--- src/rtl/psw_swap_pkg.sv ---
package psw_swap_pkg;

  localparam int NCLS   = 5;
  localparam int CODE_W = 16;
  localparam int PSW_W  = 64;

  localparam int CLS_EXT = 0;
  localparam int CLS_SVC = 1;
  localparam int CLS_PRG = 2;
  localparam int CLS_MCK = 3;
  localparam int CLS_IO  = 4;

  localparam logic [CODE_W-1:0] PRIV_FAULT_CODE = 16'd2;

  typedef enum logic [1:0] {
    ST_IDLE   = 2'd0,
    ST_WR_OLD = 2'd1,
    ST_RD_NEW = 2'd2
  } swap_st_e;

  // class served at a given priority rank: 3,2,1,0 then 4
  function automatic int unsigned cls_at_rank(input int unsigned rank);
    if (rank < 4) return 3 - rank;
    return rank;
  endfunction

endpackage

--- src/rtl/psw_irq_gate.sv ---
module psw_irq_gate
  import psw_swap_pkg::*;
(
  input  logic [PSW_W-1:0] psw,
  input  logic [NCLS-1:0]  irq_req,
  input  logic [2:0]       io_chan,
  input  logic             priv_fault,
  output logic [NCLS-1:0]  irq_en
);

  logic [7:0] sys_mask;
  logic       chan_on;

  assign sys_mask = psw[63:56];
  // architectural mask bit k lives at sys_mask[7-k]
  assign chan_on  = (io_chan != 3'd7) && sys_mask[3'd7 - io_chan];

  always_comb begin
    irq_en          = '0;
    irq_en[CLS_EXT] = irq_req[CLS_EXT] && sys_mask[0];
    irq_en[CLS_SVC] = irq_req[CLS_SVC];
    irq_en[CLS_PRG] = irq_req[CLS_PRG] || priv_fault;
    irq_en[CLS_MCK] = irq_req[CLS_MCK] && psw[50];
    irq_en[CLS_IO]  = irq_req[CLS_IO] && chan_on;
  end

endmodule

--- src/rtl/psw_irq_arbiter.sv ---
module psw_irq_arbiter
  import psw_swap_pkg::*;
#(
  parameter int N     = NCLS,
  localparam int IW   = $clog2(N)
) (
  input  logic [N-1:0]  req,
  output logic [N-1:0]  grant,
  output logic [IW-1:0] grant_idx,
  output logic          any
);

  always_comb begin
    grant     = '0;
    grant_idx = '0;
    any       = 1'b0;
    for (int r = 0; r < N; r++) begin
      if (!any && req[cls_at_rank(r)]) begin
        grant[cls_at_rank(r)] = 1'b1;
        grant_idx             = IW'(cls_at_rank(r));
        any                   = 1'b1;
      end
    end
  end

endmodule

--- src/rtl/psw_swap_seq.sv ---
module psw_swap_seq
  import psw_swap_pkg::*;
#(
  parameter int AW = 24
) (
  input  logic             clk,
  input  logic             rst,
  input  logic             start_irq,
  input  logic             start_load,
  input  logic [AW-1:0]    save_addr,
  input  logic [AW-1:0]    fetch_addr,
  input  logic [AW-1:0]    load_addr,
  input  logic [PSW_W-1:0] save_word,
  output logic             mem_req,
  output logic             mem_we,
  output logic [AW-1:0]    mem_addr,
  output logic [PSW_W-1:0] mem_wdata,
  input  logic             mem_ack,
  input  logic [PSW_W-1:0] mem_rdata,
  output logic             load_en,
  output logic [PSW_W-1:0] load_word,
  output logic             busy
);

  swap_st_e      st;
  logic [AW-1:0] fetch_q;

  assign busy      = (st != ST_IDLE);
  assign load_en   = (st == ST_RD_NEW) && mem_ack;
  assign load_word = mem_rdata;

  always_ff @(posedge clk) begin
    if (rst) begin
      st        <= ST_IDLE;
      mem_req   <= 1'b0;
      mem_we    <= 1'b0;
      mem_addr  <= '0;
      mem_wdata <= '0;
      fetch_q   <= '0;
    end else begin
      unique case (st)
        ST_IDLE: begin
          if (start_irq) begin
            st        <= ST_WR_OLD;
            mem_req   <= 1'b1;
            mem_we    <= 1'b1;
            mem_addr  <= save_addr;
            mem_wdata <= save_word;
            fetch_q   <= fetch_addr;
          end else if (start_load) begin
            st       <= ST_RD_NEW;
            mem_req  <= 1'b1;
            mem_we   <= 1'b0;
            mem_addr <= load_addr;
          end
        end
        ST_WR_OLD: begin
          if (mem_ack) begin
            st       <= ST_RD_NEW;
            mem_we   <= 1'b0;
            mem_addr <= fetch_q;
          end
        end
        ST_RD_NEW: begin
          if (mem_ack) begin
            st      <= ST_IDLE;
            mem_req <= 1'b0;
          end
        end
        default: st <= ST_IDLE;
      endcase
    end
  end

endmodule

--- src/rtl/psw_swap_ctrl.sv ---
module psw_swap_ctrl
  import psw_swap_pkg::*;
#(
  parameter int                AW        = 24,
  parameter logic [AW-1:0]     OLD_BASE  = 24'h000018,
  parameter logic [AW-1:0]     NEW_BASE  = 24'h000058,
  parameter logic [PSW_W-1:0]  RESET_PSW = '0
) (
  input  logic                   clk,
  input  logic                   rst,
  input  logic [NCLS-1:0]        irq_req,
  input  logic [NCLS*CODE_W-1:0] irq_code,
  input  logic [2:0]             io_chan,
  input  logic                   lpsw_req,
  input  logic [AW-1:0]          lpsw_addr,
  input  logic                   priv_req,
  output logic                   mem_req,
  output logic                   mem_we,
  output logic [AW-1:0]          mem_addr,
  output logic [PSW_W-1:0]       mem_wdata,
  input  logic                   mem_ack,
  input  logic [PSW_W-1:0]       mem_rdata,
  output logic [PSW_W-1:0]       psw,
  output logic                   busy,
  output logic [NCLS-1:0]        irq_take,
  output logic                   priv_ok
);

  localparam int IW = $clog2(NCLS);

  logic              problem, idle, fault;
  logic [NCLS-1:0]   irq_en, grant;
  logic [IW-1:0]     gidx;
  logic              any_irq, take, load_go, priv_go;
  logic [CODE_W-1:0] cls_code [NCLS];
  logic [CODE_W-1:0] code_sel;
  logic [PSW_W-1:0]  save_word;
  logic [AW-1:0]     slot_off, save_addr, fetch_addr;
  logic              load_en;
  logic [PSW_W-1:0]  load_word;

  assign problem = psw[48];
  assign idle    = !busy;
  assign fault   = idle && problem && (lpsw_req || priv_req);

  for (genvar g = 0; g < NCLS; g++) begin : g_code
    if (g == CLS_SVC) begin : g_svc
      assign cls_code[g] = {{(CODE_W-8){1'b0}}, irq_code[g*CODE_W +: 8]};
    end else begin : g_full
      assign cls_code[g] = irq_code[g*CODE_W +: CODE_W];
    end
  end

  psw_irq_gate u_gate (
    .psw        (psw),
    .irq_req    (irq_req),
    .io_chan    (io_chan),
    .priv_fault (fault),
    .irq_en     (irq_en)
  );

  psw_irq_arbiter #(.N(NCLS)) u_arb (
    .req       (irq_en),
    .grant     (grant),
    .grant_idx (gidx),
    .any       (any_irq)
  );

  assign take     = idle && any_irq;
  assign load_go  = idle && !any_irq && lpsw_req && !problem;
  assign priv_go  = idle && !any_irq && priv_req && !problem;

  assign code_sel = (fault && gidx == IW'(CLS_PRG)) ? PRIV_FAULT_CODE : cls_code[gidx];
  assign save_word = {psw[63:48], code_sel, psw[31:0]};

  assign slot_off   = {{(AW-IW){1'b0}}, gidx} << 3;
  assign save_addr  = OLD_BASE + slot_off;
  assign fetch_addr = NEW_BASE + slot_off;

  psw_swap_seq #(.AW(AW)) u_seq (
    .clk        (clk),
    .rst        (rst),
    .start_irq  (take),
    .start_load (load_go),
    .save_addr  (save_addr),
    .fetch_addr (fetch_addr),
    .load_addr  (lpsw_addr),
    .save_word  (save_word),
    .mem_req    (mem_req),
    .mem_we     (mem_we),
    .mem_addr   (mem_addr),
    .mem_wdata  (mem_wdata),
    .mem_ack    (mem_ack),
    .mem_rdata  (mem_rdata),
    .load_en    (load_en),
    .load_word  (load_word),
    .busy       (busy)
  );

  always_ff @(posedge clk) begin
    if (rst) begin
      psw      <= RESET_PSW;
      irq_take <= '0;
      priv_ok  <= 1'b0;
    end else begin
      if (load_en) psw <= load_word;
      irq_take <= take ? grant : '0;
      priv_ok  <= priv_go;
    end
  end

endmodule

--- config.mk ---
export PLATFORM = sky130hd
export DESIGN_NAME = psw_swap_ctrl
export DESIGN_NICKNAME = d
export VERILOG_FILES = /design/src/rtl/psw_swap_pkg.sv /design/src/rtl/psw_irq_gate.sv /design/src/rtl/psw_irq_arbiter.sv /design/src/rtl/psw_swap_seq.sv /design/src/rtl/psw_swap_ctrl.sv
export SDC_FILE = /design/constraint.sdc
export NUM_CORES = 1
export LEC_CHECK = 0
export BUFFER_PORTS_ARGS = -buffer_cell sky130_fd_sc_hd__buf_4
export CAP_MARGIN = 30
export CORE_ASPECT_RATIO = 0.6
export CORE_MARGIN = 1
export CORE_UTILIZATION = 42
export CTS_CLUSTER_DIAMETER = 120
export DETAILED_ROUTE_END_ITERATION = 8
export PLACE_DENSITY = 0.77
export SYNTH_ARGS = -nofsm -noshare
export SYNTH_HDL_FRONTEND = slang
export SYNTH_SLANG_ARGS = --single-unit
--- constraint.sdc ---
create_clock -name clk -period 2.5 [get_ports clk]
set_input_delay 0.5 -clock clk [delete_from_list [all_inputs] [get_ports clk]]
set_output_delay 0.5 -clock clk [all_outputs]
set_load 0.05 [all_outputs]
==> impl_metrics.toml, run 1 <==
[run_status]
status = "finished, final reports clean"

[synthesis]
synth-main-ff-cell = "dfxtp_1"
async_flop_share_pct = 0
syn_area_per_cell_um2 = 8.10
mappedNetlistNets = 1045
netlist_instances = 862
ys_ff_latch = 167
yosysWarnings = 0
synth-edff-count = 0
ys_seq_area_share_pct = 47.9
synthDistinctLibCells = 58
synth_area_um2 = 6980

[route]
dr.first_iter.drc_count = 626
drt-pass1-iter-count = 5
drc = 0
wl_um = 24200
wire_per_inst_um = 17.3
routed-via-count = 7530
routed_via_density = 5.40
antenna_left = 0

[die]
core_area_um2 = 16200
die_area_um2 = 17200
chipHeight_um = 102
io_pins = 342
initial_core_util_pct = 43.0
row_count = 36
die_w_um = 168

[critical_path]
crit_end = "busy"
crit_path_start_kind = "flip-flop"
cp-startpoint = "u_seq.st[1]"
crit_path_end_kind = "primary output"
r2r_start = "psw[48]"
r2r-end = "u_seq.mem_wdata[40]"
worstPathMaxFanout = 15
crit_arrival_ps = 1820
path_class = "flip-flop to primary output"
r2r_cells = 9
reg2reg_slack_ps = 270
crit_required_ps = 2000

[timing]
slew_viol_final = 0
clock.fmax_mhz = 431
max-slew-margin-rel_pct = 50.8
rsz0062_at_grt = "false"
skew_ps = 14.2
worstMarginPinSlew_ps = 737
setup_viol = 0
fin_crit_sh_pct = 92.9
finalCriticalPeriod_ps = 2320
finalHoldViolCount = 0
tns_ps = 0

[place]
hpwl_um = 17100
postPlaceCellArea_um2 = 9730
globalplace.congestion = 0.878
io_buffer_count = 333

[clock_tree]
numCtsBuffers = 17
cts_tree = "done"
clk_latency_ps = 410
cts_buffer_depth = 2
cts-resized-gates = 0
numClockSinks = 167
ctsHtreeMaxLevel = 4
clkTransAtPathRegs_ps = 70
cts_hold_buf = 0
root_buffer = "clkbuf_16"
cts_setup_buffers = 0

[finish]
fin_nets = 1356
drive_gt1_share_pct = 35.0
final_cell_area_um2 = 10300
syn_to_final_growth_pct = 47.9
diodes = 0

[power]
power_density_nw_per_um2 = 687
p_leak_nw = 4.34
ir_worst_vdd_mv = 0.362

[grt]
antenna_found_initial = 0
gr-total-overflow = 0
grt_pass1_vias = 6837
grt_max_degree = 85
grt_util_all_layers_pct = 27.6
grt_pass1_wl_um = 37200

[hold_path]
hp-class = "primary input to flip-flop"

[flow_run]
cap_violations = 0
==> how the worst min path moves through the flow <==
stage | end | slack [ps] | depth (start not counted) | startpoint
after detailed placement | psw[32] | 450 | 2 | psw[32]
final | u_seq.mem_addr[6] | 310 | 3 | lpsw_addr[6]
after floorplan | u_seq.fetch_q[7] | 430 | 1 | u_seq.fetch_q[7]
after CTS | u_seq.mem_addr[6] | 290 | 3 | lpsw_addr[6]
after global routing | psw[33] | 310 | 3 | mem_rdata[33]
after global placement | u_seq.fetch_q[7] | 440 | 1 | u_seq.fetch_q[7]
==> cells by family after synthesis <==
family          count (synthesis)  share of synthesized area (%)
flops                         167                           47.9
mux                            10                           1.43
fa+ha+maj                       2                          0.358
xor+xnor                        1                          0.125
compound gates                299                           26.1
simple gates                  287                           17.9
buf+inv                        96                           6.20
==> synthesized netlist by cell type, types with 3 or more instances <==
cell         n  area (um2)
a21oi_1    160         801
a221o_1      4        40.0
a221oi_1     3        26.3
a22oi_1      7        52.6
a32o_1       5        50.1
and3_1       3        18.8
buf_2        4        20.0
buf_4        4        30.0
buf_6        7        78.8
clkbuf_1    56         210
dfxtp_1    167        3340
inv_1       22        82.6
mux2i_1     10         100
nand2_1    157         589
nand3_1     62         310
nand4_1     10        62.6
nor2_1      35         131
nor2b_1      3        18.8
nor4_1       3        18.8
o211a_1      3        30.0
o211ai_1     3        22.5
o21a_1       3        22.5
o21ai_0     53         265
o21ai_1     19        95.1
o221ai_1     7        61.3
o2bb2ai_1    7        61.3
o32ai_1      4        35.0
==> power by group <==
| group | internal, W | switching (W) |
|---|---|---|
| clock | 0.00135 | 0.00126 |
| combinational | 0.000552 | 0.00107 |
| sequential | 0.00279 | 0.0000810 |
==> layout by cell type (no fill, tap or decap), types with 4 or more instances in the layout <==
cell	n
buf_12	5
inv_1	22
a22oi_1	7
o21ai_1	19
inv_8	5
nand4_1	10
nand2_1	157
a221o_1	4
o221ai_1	7
nand3_1	62
dfxtp_1	165
nor2_1	34
mux2i_1	10
a32o_1	5
buf_4	359
clkbuf_16	17
o21ai_0	53
clkinv_4	5
o32ai_1	4
o2bb2ai_1	7
a21oi_1	159
==> routing by layer <==
metal  track usage, %  up-vias  share of wire (%)
met5                0        -                  0
met4             6.71        0                1.0
met3             7.94       20                8.6
met2             42.6      321                 45
met1             38.1     3526                 46
li1                 -     3663                  -
==> registers in the layout, indices dropped and copies added (netlist names) <==
signal / cells
irq_take: 5
psw: 64
u_seq.fetch_q: 5
u_seq.mem_we: 1
u_seq.st: 2
priv_ok: 1
u_seq.mem_wdata: 64
u_seq.mem_req: 1
u_seq.mem_addr: 24
==> cell type report <==
class	count	area, um2
fill	1394	5890
sequential	167	3350
multi-input combinational	599	3240
timing repair buffer	364	2800
clock buffer	18	429
tap	209	262
clock inverter	14	158
inverter	24	90.1
==> metrics by stage <==
stage	utilization, %	worst slack [ps]	total power, W	hold slack (ps)	instances
floorplan	-	23.4	0.00389	429	862
global placement	60.0	140	0.00452	442	1363
detailed placement	60.0	19.4	0.00454	449	1363
CTS	63.6	177	0.00714	294	1395
global route	63.6	89.6	0.00738	311	1395
finish	63.6	178	0.00709	314	1395
==> worst max-delay path, cell delays in order (launching register included) <==
cell and delay, ps:
dfxtp_1 380, nor2_4 80, buf_4 180, inv_2 250, buf_4 280, buf_4 240
Note: power is estimated with default switching activity, not from simulation.
==> run 2, diff against run 1 <==
MAX_ROUTING_LAYER = met4   (was not set)
==> run 2 against run 1 <==
  * Cell count did not move
  * Die area did not move
  * Total power about the same
  * Critical path type unchanged
  * Final area stayed put
  * Non-clock buffer count unchanged
  * Utilization unchanged
  * Largest power group unchanged
  * Register-to-register slack hardly changed
  * Worst setup slack worse by 7.2 ps
  * Via count fell by 0.28%
  * Combinational power about the same
==> impl_metrics.toml, run 2 (synthesis gave the netlist of run 1 again) <==
[run_status]
status = "finished, final reports clean"

[route]
routedLengthMet1_um = 11100
wl_um = 24300
wl_met2_um = 10800
routed-via-count = 7509
drc = 0
drt-pass1-iter-count = 5
dr.max_layer_used = "met4"
wire_per_inst_um = 17.4
dr.first_iter.drc_count = 639
routed_via_density = 5.38
antenna_left = 0
wl_met3_um = 2000

[grt]
grt_pass1_vias = 6849
grt_max_degree = 85
antenna_found_initial = 0
grt_util_all_layers_pct = 28.4
gr-total-overflow = 0
grt_pass1_wl_um = 37200

[clock_tree]
cts-resized-gates = 0
root_buffer = "clkbuf_16"
clkTransAtPathRegs_ps = 70
clk_latency_ps = 420
cts_tree = "done"
cts_buffer_depth = 2
cts_setup_buffers = 0
numCtsBuffers = 17
numClockSinks = 167
cts_hold_buf = 0
ctsHtreeMaxLevel = 4

[finish]
multi_input_comb_area_um2 = 3240
drive_gt1_share_pct = 35.0
most-common-layout-cells = "buf_4, dfxtp_1, a21oi_1, nand2_1, nand3_1"
final_cell_area_um2 = 10300
reg_top3 = "psw (64), u_seq.mem_wdata (64), u_seq.mem_addr (24)"
layout_commonest_cell = "buf_4"
fin_nets = 1356
syn_to_final_growth_pct = 47.9
fill_cells = 1394
diodes = 0
regArea_um2 = 3350
fin_cells = 1395

[power]
p_leak_nw = 4.34
power_density_nw_per_um2 = 688
ir_worst_vdd_mv = 0.365

[critical_path]
critPathMaxStageDelay_ps = 380
r2r_start = "psw[48]"
crit_path_start_kind = "flip-flop"
worstPathMaxFanout = 15
r2r_cells = 9
cpMaxStageDelayCell = "dfxtp_1"
crit_top_cell = "buf_4"
crit_end = "busy"
crit_arrival_ps = 1830
crit_path_end_kind = "primary output"
crit_chain = "nor2_4, buf_4, inv_2, buf_4, buf_4"
reg2reg_slack_ps = 260
path_class = "flip-flop to primary output"
r2r-end = "u_seq.mem_wdata[40]"
crit_required_ps = 2000
cp-startpoint = "u_seq.st[1]"

[timing]
max-slew-margin-rel_pct = 51.6
rsz0062_at_grt = "false"
skew_ps = 15.0
fin_crit_sh_pct = 93.2
finalCriticalPeriod_ps = 2330
finalHoldViolCount = 0
slew_viol_final = 0
tns_ps = 0
clock.fmax_mhz = 429
worstMarginPinSlew_ps = 725
setup_viol = 0

[place]
globalplace.congestion = 0.892
placedCellCount = 1363
postPlaceCellArea_um2 = 9730
hpwl_um = 17100
io_buffer_count = 333

[die]
die_area_um2 = 17200
io_pins = 342
chipHeight_um = 102
core_area_um2 = 16200
die_w_um = 168
row_count = 36
initial_core_util_pct = 43.0

[flow_run]
cap_violations = 0

[hold_path]
hp-class = "primary input to flip-flop"
[run 2: cell counts in the layout (fill, tap and decap cells not counted)]
No cell type changed its count.
[run 2: worst max-delay path, delay by kind of cell, from the launching register on]
kind | cells | cell delay (ps)
buf+inv | 4 | 950
flops | 1 | 380
simple gates | 1 | 80
[run 2: worst min-delay path by stage]
stage | cells after the start | slack [ps] | start | to
3_3_place_gp | 1 | 440 | u_seq.fetch_q[7] | u_seq.fetch_q[7]
5_1_grt | 3 | 310 | mem_rdata[33] | psw[33]
6_report | 3 | 310 | lpsw_addr[6] | u_seq.mem_addr[6]
4_1_cts | 3 | 290 | lpsw_addr[6] | u_seq.mem_addr[6]
3_5_place_dp | 2 | 450 | psw[32] | psw[32]
2_1_floorplan | 1 | 430 | u_seq.fetch_q[7] | u_seq.fetch_q[7]
[run 2: power by group]
part           internal, W  leakage [nW]  switching (W)
Sequential         0.00279          1.36      0.0000817
Combinational     0.000552          2.70        0.00107
Clock              0.00134         0.287        0.00126
Total              0.00469          4.34        0.00241
[run 2: routing by layer]
metal / global-route usage, % / up-vias
met5: - / -
met4: 6.71 / 0
met3: 7.01 / 22
met2: 42.5 / 339
met1: 38.7 / 3487
li1: - / 3661
[run 2: area by class of cell]
cell class / instances / area share [%]
clock inverters: 14 / 1.53
repair buffers: 364 / 27.1
clock buffers: 18 / 4.16
multi-input cells: 599 / 31.4
inverters: 24 / 0.873
well taps: 209 / 2.53
flip-flops and latches: 167 / 32.4
[run 2: per-stage QoR]
stage | hold WS [ps] | setup slack (ps) | total power [W] | utilization (%)
2_1_floorplan | 429 | 23.4 | 0.00389 | -
3_3_place_gp | 442 | 140 | 0.00452 | 60.0
3_5_place_dp | 449 | 19.4 | 0.00454 | 60.0
4_1_cts | 294 | 177 | 0.00714 | 63.6
5_1_grt | 312 | 91.1 | 0.00737 | 63.6
6_report | 313 | 171 | 0.00710 | 63.6
